$ cat src/rtl/clkctl_pkg.sv
package clkctl_pkg;
    localparam int WORD_W  = 32;
    localparam int LANES   = WORD_W / 8;
    localparam int TRIM_W  = 5;
    localparam int CAL_W   = 8;

    localparam int B_INT_EN  = 0;
    localparam int B_INT_RDY = 1;
    localparam int B_TRIM    = 3;
    localparam int B_CAL     = 8;
    localparam int B_EXT_EN  = 16;
    localparam int B_EXT_RDY = 17;
    localparam int B_BYPASS  = 18;
    localparam int B_CSS_EN  = 19;
    localparam int B_PLL_EN  = 24;
    localparam int B_PLL_RDY = 25;

    typedef enum logic [1:0] {
        SRC_INT = 2'd0,
        SRC_EXT = 2'd1,
        SRC_PLL = 2'd2
    } clk_src_e;

    typedef struct packed {
        logic              int_en;
        logic              int_rdy;
        logic [TRIM_W-1:0] trim;
        logic              ext_en;
        logic              bypass;
        logic              css_en;
        logic              pll_en;
        logic              pll_rdy;
    } ctl_state_t;
endpackage

$ cat src/rtl/clkctl_ext_ready.sv
module clkctl_ext_ready #(
    parameter int FALL_TICKS = 6
) (
    input  logic clk,
    input  logic rst_n,
    input  logic en,
    input  logic stable,
    input  logic tick,
    output logic rdy
);
    localparam int CNT_W = $clog2(FALL_TICKS + 1);
    localparam logic [CNT_W-1:0] LAST = CNT_W'(FALL_TICKS - 1);

    typedef struct packed {
        logic             rdy;
        logic [CNT_W-1:0] cnt;
    } er_state_t;

    er_state_t s_d, s_q;

    always_comb begin
        s_d = s_q;
        if (en) begin
            s_d.cnt = '0;
            if (stable) s_d.rdy = 1'b1;
        end else if (s_q.rdy) begin
            if (tick) begin
                if (s_q.cnt == LAST) begin
                    s_d.rdy = 1'b0;
                    s_d.cnt = '0;
                end else begin
                    s_d.cnt = s_q.cnt + 1'b1;
                end
            end
        end else begin
            s_d.cnt = '0;
        end
    end

    always_ff @(posedge clk or negedge rst_n) begin
        if (!rst_n) s_q <= '0;
        else        s_q <= s_d;
    end

    assign rdy = s_q.rdy;
endmodule

$ cat src/rtl/clkctl_css.sv
module clkctl_css (
    input  logic clk,
    input  logic rst_n,
    input  logic css_en,
    input  logic ext_rdy,
    input  logic fail_pulse,
    output logic active,
    output logic failed
);
    typedef struct packed {
        logic active;
        logic blocked;
        logic failed;
    } css_state_t;

    css_state_t c_d, c_q;
    logic fail_hit;

    always_comb begin
        c_d      = c_q;
        fail_hit = c_q.active && fail_pulse;
        if (!ext_rdy) c_d.blocked = 1'b0;
        if (fail_hit) begin
            c_d.blocked = 1'b1;
            c_d.failed  = 1'b1;
        end
        c_d.active = css_en && ext_rdy && !c_q.blocked && !fail_hit;
    end

    always_ff @(posedge clk or negedge rst_n) begin
        if (!rst_n) c_q <= '0;
        else        c_q <= c_d;
    end

    assign active = c_q.active;
    assign failed = c_q.failed;
endmodule

$ cat src/rtl/clkctl_reg.sv
module clkctl_reg
    import clkctl_pkg::*;
#(
    parameter int ADDR_W     = 4,
    parameter int FALL_TICKS = 6,
    parameter int TRIM_RST   = 16
) (
    input  logic              clk,
    input  logic              rst_n,
    input  logic              bus_wr,
    input  logic [ADDR_W-1:0] bus_addr,
    input  logic [3:0]        bus_be,
    input  logic [31:0]       bus_wdata,
    output logic [31:0]       bus_rdata,
    input  logic [7:0]        cal_in,
    input  logic              int_stable,
    input  logic              ext_stable,
    input  logic              ext_tick,
    input  logic              pll_locked,
    input  logic              ext_fail,
    input  logic              lp_entry,
    input  logic [1:0]        sysclk_now,
    input  logic [1:0]        sysclk_next,
    output logic              int_osc_en,
    output logic              ext_osc_en,
    output logic              ext_bypass,
    output logic              pll_en,
    output logic              css_active,
    output logic              css_failed
);
    localparam ctl_state_t RST_STATE = '{
        int_en: 1'b1, int_rdy: 1'b1, trim: TRIM_W'(TRIM_RST),
        ext_en: 1'b0, bypass: 1'b0, css_en: 1'b0, pll_en: 1'b0, pll_rdy: 1'b0
    };

    ctl_state_t        st_d, st_q;
    logic              ext_rdy_q;
    logic              sel;
    logic              pll_hold;
    logic [WORD_W-1:0] image;
    logic [WORD_W-1:0] merged;

    // Current register image, shared by the read path and the lane merge
    always_comb begin
        image                       = '0;
        image[B_INT_EN]             = st_q.int_en;
        image[B_INT_RDY]            = st_q.int_rdy;
        image[B_TRIM +: TRIM_W]     = st_q.trim;
        image[B_CAL +: CAL_W]       = cal_in;
        image[B_EXT_EN]             = st_q.ext_en;
        image[B_EXT_RDY]            = ext_rdy_q;
        image[B_BYPASS]             = st_q.bypass;
        image[B_CSS_EN]             = st_q.css_en;
        image[B_PLL_EN]             = st_q.pll_en;
        image[B_PLL_RDY]            = st_q.pll_rdy;
    end

    assign sel = bus_wr && (bus_addr == '0);

    for (genvar g = 0; g < LANES; g++) begin : g_lane
        assign merged[g*8 +: 8] = (sel && bus_be[g]) ? bus_wdata[g*8 +: 8] : image[g*8 +: 8];
    end

    assign pll_hold = (sysclk_now == SRC_PLL) || (sysclk_next == SRC_PLL);

    always_comb begin
        st_d        = st_q;
        st_d.int_en = merged[B_INT_EN];
        st_d.trim   = merged[B_TRIM +: TRIM_W];
        st_d.ext_en = merged[B_EXT_EN];
        st_d.css_en = merged[B_CSS_EN];
        // bypass only follows a write while the oscillator is off
        if (!st_q.ext_en) st_d.bypass = merged[B_BYPASS];
        // a clear of the PLL enable is refused while the PLL feeds the system clock
        if (merged[B_PLL_EN] || !pll_hold) st_d.pll_en = merged[B_PLL_EN];
        if (lp_entry) begin
            st_d.pll_en = 1'b0;
            st_d.ext_en = 1'b0;
        end
        st_d.int_rdy = st_q.int_en && int_stable;
        st_d.pll_rdy = pll_locked;
    end

    always_ff @(posedge clk or negedge rst_n) begin
        if (!rst_n) st_q <= RST_STATE;
        else        st_q <= st_d;
    end

    clkctl_ext_ready #(.FALL_TICKS(FALL_TICKS)) u_ext_rdy (
        .clk    (clk),
        .rst_n  (rst_n),
        .en     (st_q.ext_en),
        .stable (ext_stable),
        .tick   (ext_tick),
        .rdy    (ext_rdy_q)
    );

    clkctl_css u_css (
        .clk        (clk),
        .rst_n      (rst_n),
        .css_en     (st_q.css_en),
        .ext_rdy    (ext_rdy_q),
        .fail_pulse (ext_fail),
        .active     (css_active),
        .failed     (css_failed)
    );

    assign bus_rdata  = (bus_addr == '0) ? image : '0;
    assign int_osc_en = st_q.int_en;
    assign ext_osc_en = st_q.ext_en;
    assign ext_bypass = st_q.bypass;
    assign pll_en     = st_q.pll_en;
endmodule

$ cat config.mk
export PLATFORM = sky130hd
export DESIGN_NAME = clkctl_reg
export DESIGN_NICKNAME = d
export VERILOG_FILES = /design/src/rtl/clkctl_pkg.sv /design/src/rtl/clkctl_ext_ready.sv /design/src/rtl/clkctl_css.sv /design/src/rtl/clkctl_reg.sv
export SDC_FILE = /design/constraint.sdc
export NUM_CORES = 1
export LEC_CHECK = 0
export ABC_AREA = 1
export BUFFER_PORTS_ARGS = -buffer_cell sky130_fd_sc_hd__buf_2
export CORE_ASPECT_RATIO = 2
export CORE_MARGIN = 2
export CORE_UTILIZATION = 32
export CTS_CLUSTER_DIAMETER = 40
export DETAILED_ROUTE_END_ITERATION = 8
export PLACE_DENSITY = 0.75
export SYNTH_ARGS = -nofsm -noshare
export SYNTH_HDL_FRONTEND = slang
export SYNTH_SLANG_ARGS = --single-unit
$ cat constraint.sdc
create_clock -name clk -period 0.8 [get_ports clk]
set_input_delay 0.16 -clock clk [delete_from_list [all_inputs] [get_ports clk]]
set_output_delay 0.16 -clock clk [all_outputs]
set_load 0.03 [all_outputs]
==> run summary, run 1 <==
==========================================================================================
Boundary pin count                                                                      99
H-Tree Depth                                                                             1
Vias post-DR                                                                          1248
Summed instance area of the synthesized netlist                                   1030 µm²
Internal power                                                                   0.00218 W
Netlist cell types                                                                      19
Net count of the finished layout                                                       303
Pin count of the biggest net entering global routing                                    20
TritonCTS clock tree                                                                 built
Fmax                                                                               830 MHz
ANT nets after route                                                                     0
Ratio of cells with drive above 1 in the final layout                                0.726
Starting density of the core                                                         0.331
Post-Place Worst Slack                                                           -0.329 ns
Worst path required time                                                           0.64 ns
Crit Path Category                                                            flop to primary output
Number of flip-flops under the largest register name                                     8
Leak Pwr                                                                           1.15 nW
Floorplan core area                                                               3120 µm²
Failing checks                                                                negative setup slack
Area growth syn-to-layout                                                             120%
Maximum fanout count along the critical path                                             2
First-pass GRT wire length                                                         5.35 mm
Final min period                                                                   1.20 ns
Predominant post-synthesis flop cell                                               dfrtp_1
Overall Global Routing Usage                                                         0.189
Gate power share                                                                     0.428
Die Y                                                                              84.4 µm
DRC violation count after routing                                                        0
Inserted Diodes                                                                          0
Cell types with the highest counts after synthesis                            nor2_1, inv_1, dfrtp_1
Clock latency reported for the late side of the worst-skew pair                    0.25 ns
FFs w/ async S/R, synth                                                               1.00
Element type at the critical path end                                         primary output
Register-to-register setup slack                                                  -0.25 ns
Aggregate global routing overflow                                                        0
Placement Rows                                                                          29
Maximum resistive drop on vdd                                                     0.912 mV
IO Port Bufs                                                                            64
Area occupied by multi-input gates                                                 704 µm²
Fill cell total of the finished layout                                                 227
Switching Power                                                                  0.00111 W
Run status                                                                    finished with violations
Horizontal die dimension                                                           44.2 µm
Clock edge transition at the registers on the reported setup and hold paths        0.07 ns
Register area share after synthesis                                                  0.464
Proportion of power drawn by flip-flops and latches                                  0.369
Via density per instance                                                              4.59
Cell with the most instances after synthesis                                        nor2_1
Routability Congestion                                                               0.764
Mapped Avg Cell Area                                                              7.44 µm²
Gate count of the mapped netlist                                                       139
HPWL reported at the end of detailed placement                                     2.12 mm
Unrepaired setup endpoints after global routing                                        yes
Switching share of power                                                             0.337
Hold violation total from the final report                                               0
Antenna violations before repair                                                         0
Pins over their slew limit                                                               0
Part of the power in the clock network                                               0.203
Yosys synthesis warning count                                                            0
FF+latch area                                                                      484 µm²
Number of CTS-inserted buffers                                                           3
Setup Viol. Count Final                                                                 43
Kind of start point of the critical path                                              flop
Worst min path class                                                          input port to flop
Number of buffers on the longest clock path                                              2
DRT Wirelength                                                                     3.56 mm
Number of sinks handled by clock tree synthesis                                         19
Number of iterations in the first detailed-routing pass                                  4
Vias in the first global route                                                        1305
Share of the cycle needed by the critical path after routing                          1.51
Number of DRC markers in iteration 0                                                     6
Area leader, netlist                                                               dfrtp_1
Average wire per standard cell                                                     13.1 µm
Maximum clock skew at final layout                                             0.000957 ns
Top-area cell type share of the netlist area                                         0.387
Cell at the root of the clock tree                                                clkbuf_8
Power Total                                                                      0.00329 W
Synth Register Bits                                                                     19
Die area                                                                          3730 µm²
Power density relative to cell area                                            1440 nW/µm²
Synth area leaders                                                            dfrtp_1, nor2_1, inv_1
Number of enable flip-flop cells after synthesis                                         0
Max-cap violation count                                                                  0
Data arrival, critical path                                                        1.04 ns
Worst Slack Setup Final                                                          -0.404 ns
==========================================================================================
-- timing repair --
action,in CTS,in global routing
gates cloned,2,0
endpoints found under the hold margin,16,0
resized for setup,91,26
endpoints found under the setup margin,40,48
hold buffers,1,0
pin swaps,17,16
buffers inserted,16,8
-- power groups by stage --
stage | Sequential [W] | Combinational [W] | Clock (W)
2_1_floorplan | 0.00126 | 0.000489 | 0
3_3_place_gp | 0.00120 | 0.000846 | 0
3_5_place_dp | 0.00120 | 0.000864 | 0
4_1_cts | 0.00120 | 0.00118 | 0.000681
5_1_grt | 0.00123 | 0.00150 | 0.000722
6_report | 0.00121 | 0.00141 | 0.000667
-- per-stage QoR --
| stage | cells | util | instance area, µm² | hold WS (ns) | setup TNS (ns) |
|---|---|---|---|---|---|
| 2_1_floorplan | 149 | - | 1310 | -0.136 | -3.27 |
| 3_3_place_gp | 244 | 0.530 | 1660 | 0.121 | -8.64 |
| 3_5_place_dp | 244 | 0.530 | 1660 | 0.128 | -9.58 |
| 4_1_cts | 265 | 0.682 | 2130 | 0.00706 | -9.54 |
| 5_1_grt | 272 | 0.730 | 2280 | 0.00761 | -11.50 |
| 6_report | 272 | 0.730 | 2280 | 0.00855 | -10.01 |
-- worst max-delay path, cell delays in order (launching register included) --
cell and delay (ns):
dfstp_2 0.54, inv_2 0.05, nor2_4 0.07, buf_6 0.13
-- area by class of cell --
class / instances / share of cell area
clock buffers: 4 / 0.0198
repair buffers: 101 / 0.389
well taps: 31 / 0.0170
inverters: 31 / 0.0522
flip-flops and latches: 19 / 0.213
multi-input cells: 86 / 0.309
-- path summary, 6_finish.rpt --
check                      cells past startpoint         start               end
max in group asynchronous                      2         rst_n        int_osc_en
setup / recovery                               3    int_osc_en      bus_rdata[0]
hold reg to reg                                1  u_css.c_q[1]      u_css.active
min in group asynchronous                      2         rst_n  u_ext_rdy.s_q[0]
setup reg to reg                               4    ext_osc_en  u_ext_rdy.s_q[2]
hold / removal                                 1    pll_locked         image[25]
-- cells by family (layout without fill, tap and decap cells) --
logic type / count (synthesis) / count (layout) / synth area share
AOI/OAI and AO/OA: 17 / 17 / 0.0932
buffers and inverters: 45 / 136 / 0.211
DFF: 19 / 19 / 0.464
other: 1 / 11 / 0.00363
and+or+nand+nor: 57 / 58 / 0.229
-- per-layer routing --
layer  vias to the layer above  track usage  wire length (µm)
met5                         -            0                 0
met4                         0       0.0992                95
met3                         8       0.0172               178
met2                        59        0.349              2030
met1                       588        0.196              1250
li1                        593            -                 -
-- cells in the final DEF, fill, tap and decap left out, drive strengths merged --
master and instances:
a41oi 1, nand2 16, clkbuf 5, o21bai 2, nand3b 1, nor2 36
dfrtp 16, nand3 4, dlygate4sd3 1, inv 31, o31ai 1, nor3 1
buf 99, dfstp 3, a21oi 8, o21ai 5, conb 11
Power figures use the tool's default switching activity.
==> run 2, diff against run 1 <==
==> constraint.sdc (replaced) <==
create_clock -name clk -period 0.8 [get_ports clk]
set_input_delay 0.08 -clock clk [delete_from_list [all_inputs] [get_ports clk]]
set_output_delay 0.08 -clock clk [all_outputs]
set_load 0.03 [all_outputs]
==> run summary, run 2 (synthesized netlist as in run 1, its figures left out) <==
==========================================================================================
Area growth syn-to-layout                                                             109%
Run status                                                                    finished with violations
Final core area utilization                                                          0.691
DRT Wirelength                                                                     3.36 mm
CP max stage delay                                                                 0.54 ns
Clock edge transition at the registers on the reported setup and hold paths        0.07 ns
Routability Congestion                                                               0.781
Inserted Diodes                                                                          0
Number of sinks handled by clock tree synthesis                                         19
Max-cap violation count                                                                  0
Number of iterations in the first detailed-routing pass                                  2
Pin count of the biggest net entering global routing                                    20
IO Port Bufs                                                                            64
Die area                                                                          3730 µm²
Combined buffer and inverter count along the critical path                               2
Worst path required time                                                           0.72 ns
Average wire per standard cell                                                     12.6 µm
Top library cells by usage in the layout, fill and taps aside                 buf_6, buf_2, nor2_4
Starting density of the core                                                         0.331
Final min period                                                                   1.15 ns
ANT nets after route                                                                     0
Vias post-DR                                                                          1225
Number of flip-flops under the largest register name                                     8
Post-Place Worst Slack                                                           -0.179 ns
Leading cell type in the layout, fill and taps excluded                              buf_6
Die Y                                                                              84.4 µm
Cell total after placement                                                             239
H-Tree Depth                                                                             1
Clock latency reported for the late side of the worst-skew pair                    0.26 ns
Fmax                                                                               870 MHz
Cell at the root of the clock tree                                                clkbuf_8
Crit-path leading delay family                                                  flip-flops
Maximum clock skew at final layout                                              0.00340 ns
Horizontal die dimension                                                           44.2 µm
Aggregate global routing overflow                                                        0
Unrepaired setup endpoints after global routing                                        yes
First-pass GRT wire length                                                         4.83 mm
Series of cell instances along the critical path                              inv_2 -> nor2_4 -> buf_6
Power density relative to cell area                                            1460 nW/µm²
TritonCTS clock tree                                                                 built
Net count of the finished layout                                                       298
Number of DRC markers in iteration 0                                                     8
Placement Rows                                                                          29
Floorplan core area                                                               3120 µm²
Overall Global Routing Usage                                                         0.174
Worst Slack Setup Final                                                          -0.349 ns
Maximum resistive drop on vdd                                                     0.943 mV
DRC violation count after routing                                                        0
Leak Pwr                                                                           1.09 nW
Hold violation total from the final report                                               0
Post-Route Hold Slack                                                            0.0379 ns
Worst min path class                                                          input port to flop
Non-filler cells in the finished layout                                                267
Data arrival, critical path                                                        1.07 ns
Pins over their slew limit                                                               0
Kind of start point of the critical path                                              flop
Boundary pin count                                                                      99
Cell at the slowest stage of the critical path                                     dfstp_2
Via density per instance                                                              4.59
Maximum fanout count along the critical path                                             2
Register-to-register setup slack                                                  -0.20 ns
Number of buffers on the longest clock path                                              2
Failing checks                                                                negative setup slack
Share of the cycle needed by the critical path after routing                          1.44
Number of CTS-inserted buffers                                                           3
Power Total                                                                      0.00315 W
HPWL reported at the end of detailed placement                                     2.02 mm
Ratio of cells with drive above 1 in the final layout                                0.678
Element type at the critical path end                                         primary output
Antenna violations before repair                                                         0
Vias in the first global route                                                        1214
Fill cell total of the finished layout                                                 240
Crit Path Category                                                            flop to primary output
Setup Viol. Count Final                                                                 43
==========================================================================================
==> run 2: cell types whose count changed in the layout (fill, tap and decap cells not counted), moves of 2 or more <==
cell | previous run | this run
nor2_1 | 3 | 8
nor2_4 | 30 | 25
buf_6 | 43 | 40
buf_4 | 21 | 16
buf_2 | 32 | 34
inv_2 | 14 | 12
dlygate4sd3_1 | 1 | 4
==> run 2: routing by layer <==
metal  share of wire  global-route usage  vias up  wire length [µm]
met3           0.065              0.0301       11               218
li1                -                   -      585                 -
met4           0.036               0.102        0               122
met5               0                   0        -                 0
met1            0.29               0.149      568               966
met2            0.61               0.340       61              2060
==> run 2: layout make-up <==
class                      count  area, µm²  area share
clock buffer                   4       45.0      0.0209
inverter                      31        121      0.0563
multi-input combinational     86        647       0.300
sequential                    19        484       0.224
tap                           31       38.8      0.0180
timing repair buffer          96        821       0.381
==> run 2: worst paths after layout <==
check                              start               end  cells after the start
max in group asynchronous          rst_n        int_osc_en                      2
hold / removal             bus_wdata[18]        ext_bypass                      3
hold reg to reg             u_css.c_q[1]      u_css.active                      1
min in group asynchronous          rst_n          image[5]                      2
setup reg to reg           u_ext_rdy.rdy  u_ext_rdy.s_q[0]                      5
setup / recovery              int_osc_en      bus_rdata[0]                      3
==> run 2: repair_timing <==
action / CTS / global route
cloned: 0 / 1
resized for setup: 83 / 21
hold endpoints to repair: 19 / 0
setup endpoints to repair: 34 / 43
pin swaps: 14 / 13
hold buffers: 4 / 0
setup buffers: 15 / 6
==> run 2: report_power, final <==
part	leakage, nW	total [W]	switching, W	internal, W
Sequential	0.218	0.00120	0.0000877	0.00112
Clock	0.0228	0.000671	0.000316	0.000354
Combinational	0.853	0.00128	0.000655	0.000624
==> run 2: metrics by stage <==
step	setup TNS [ns]	area, µm²
5_1_grt	-7.20	2160
6_report	-5.43	2160
3_5_place_dp	-4.37	1610
2_1_floorplan	-0.888	1280
4_1_cts	-4.99	2040
3_3_place_gp	-4.04	1610
==> run 2: worst register-to-register path: stages, from the launching register on <==
cell and delay, ns:
dfrtp_1 0.37, inv_2 0.07, buf_6 0.12, nor3_4 0.18
inv_2 0.06, o21bai_1 0.13
==> run 3, diff against run 2 <==
Settings changed: CORE_MARGIN 2 to not set, CORE_UTILIZATION 32 to 34, CTS_BUF_LIST set to sky130_fd_sc_hd__clkbuf_4, PLACE_DENSITY 0.75 to 0.79.
==> run summary, run 3 (synthesized netlist as in run 1, its figures left out) <==
==========================================================================================
Cell at the root of the clock tree                                                clkbuf_4
Inserted Diodes                                                                          0
Placed Instance Area                                                              1590 µm²
Max-cap violation count                                                                  0
HPWL reported at the end of detailed placement                                     1.87 mm
Area growth syn-to-layout                                                             121%
Ratio of cells with drive above 1 in the final layout                                0.696
H-Tree Depth                                                                             1
DRT Wirelength                                                                     3.62 mm
Crit Path Category                                                            flop to primary output
Series of cell instances along the critical path                              inv_2 -> nor2_4 -> buf_6
Kind of start point of the critical path                                              flop
Number of CTS-inserted buffers                                                           3
Placement Rows                                                                          28
Data arrival, critical path                                                        1.12 ns
Crit-path leading delay family                                                  flip-flops
Routability Congestion                                                               0.728
Element type at the critical path end                                         primary output
Top library cells by usage in the layout, fill and taps aside                 buf_6, buf_2, nor2_4
Horizontal die dimension                                                           41.0 µm
Clock edge transition at the registers on the reported setup and hold paths        0.11 ns
Die area                                                                          3280 µm²
Number of sinks handled by clock tree synthesis                                         19
Non-filler cells in the finished layout                                                270
Overall Global Routing Usage                                                         0.184
Share of the cycle needed by the critical path after routing                          1.50
Unrepaired setup endpoints after global routing                                        yes
Cell at the slowest stage of the critical path                                     dfstp_2
Hold violation total from the final report                                               0
Floorplan core area                                                               2910 µm²
Run status                                                                    finished with violations
Number of buffers on the longest clock path                                              2
Final min period                                                                   1.20 ns
TritonCTS clock tree                                                                 built
CP max stage delay                                                                 0.56 ns
Boundary pin count                                                                      99
Maximum resistive drop on vdd                                                      1.25 mV
Maximum clock skew at final layout                                              0.00259 ns
Pin count of the biggest net entering global routing                                    20
DRC violation count after routing                                                        0
Worst path required time                                                           0.72 ns
Failing checks                                                                negative setup slack
Starting density of the core                                                         0.355
IO Port Bufs                                                                            64
Maximum fanout count along the critical path                                             2
Power density relative to cell area                                            1350 nW/µm²
Die Y                                                                              80.0 µm
Vias post-DR                                                                          1238
Via density per instance                                                              4.59
First-pass GRT wire length                                                         4.18 mm
Worst min path class                                                          input port to flop
ANT nets after route                                                                     0
Vias in the first global route                                                        1059
Number of DRC markers in iteration 0                                                    17
Clock latency reported for the late side of the worst-skew pair                    0.29 ns
Fmax                                                                               835 MHz
Cell total after placement                                                             236
Pins over their slew limit                                                               0
Leak Pwr                                                                           1.14 nW
Combined buffer and inverter count along the critical path                               2
Post-layout instance area                                                         2290 µm²
Setup Viol. Count Final                                                                 44
Aggregate global routing overflow                                                        0
Antenna violations before repair                                                         0
Average wire per standard cell                                                     13.4 µm
Final core area utilization                                                          0.787
Number of flip-flops under the largest register name                                     8
Leading cell type in the layout, fill and taps excluded                              buf_6
Number of iterations in the first detailed-routing pass                                  4
Net count of the finished layout                                                       302
Worst Slack Setup Final                                                          -0.398 ns
==========================================================================================
==> run 3: cell count changes in the layout (fill, tap and decap cells not counted), moves of 2 or more <==
| cell | delta |
|---|---|
| buf_4 | -4 |
| nor2_4 | +4 |
| clkbuf_4 | +4 |
| clkbuf_8 | -3 |
| nor2_1 | -4 |
| buf_6 | +4 |
| dlygate4sd3_1 | +2 |
| a21oi_4 | +2 |
==> run 3: worst register-to-register path, stage by stage (launching register included) <==
cell and delay, ns:
dfrtp_2 0.46, inv_2 0.09, buf_6 0.10, nand3_4 0.07
nand3b_1 0.16, o21ai_1 0.09
==> run 3: cell type report <==
type                            count  area (µm²)
Tap cell                           30        37.5
Sequential cell                    19         484
Timing Repair Buffer              100         908
Fill cell                         167         621
Clock buffer                        4        30.0
Multi-Input combinational cell     86         708
Inverter                           31         119
==> run 3: metal layers <==
| layer | routed length (µm) | up-vias | track usage |
|---|---|---|---|
| li1 | - | 594 | - |
| met1 | 1180 | 573 | 0.157 |
| met2 | 2200 | 63 | 0.366 |
| met3 | 174 | 8 | 0.0111 |
| met4 | 72 | 0 | 0.0800 |
| met5 | 0 | - | 0 |
==> run 3: path summary, 6_finish.rpt <==
path                       cells past startpoint    startpoint  slack [ns]          endpoint
max in group asynchronous                      2         rst_n        0.21          image[7]
hold / removal                                 3      ext_fail        0.04      u_css.c_q[1]
setup / recovery                               3    int_osc_en       -0.40      bus_rdata[0]
hold reg to reg                                1  u_css.c_q[1]        0.45      u_css.active
min in group asynchronous                      2         rst_n        0.25      u_css.failed
setup reg to reg                               5    ext_osc_en       -0.23  u_ext_rdy.s_q[1]
==> run 3: timing repair <==
item / in CTS / in global routing
pin swaps: 13 / 19
cloned: 1 / 1
gates resized for setup: 81 / 37
setup endpoints to repair: 33 / 43
buffers inserted: 13 / 11
hold buffers: 6 / 0
hold endpoints to repair: 21 / 0
==> run 3: metrics by stage <==
stage	total power, W	worst slack [ns]	hold slack, ns	setup TNS (ns)
detailed placement	0.00198	-0.185	0.0535	-4.55
floorplan	0.00174	-0.172	-0.216	-0.888
global placement	0.00196	-0.156	0.0475	-3.97
global route	0.00324	-0.432	0.0312	-9.55
finish	0.00308	-0.398	0.0417	-7.92
CTS	0.00285	-0.396	0.0172	-6.29
==> run 3: report_power, final <==
part	internal [W]	leakage [nW]	switching, W
clock network	0.000228	0.0184	0.000296
registers	0.00111	0.218	0.0000906
logic	0.000655	0.906	0.000692
total	0.00200	1.14	0.00108
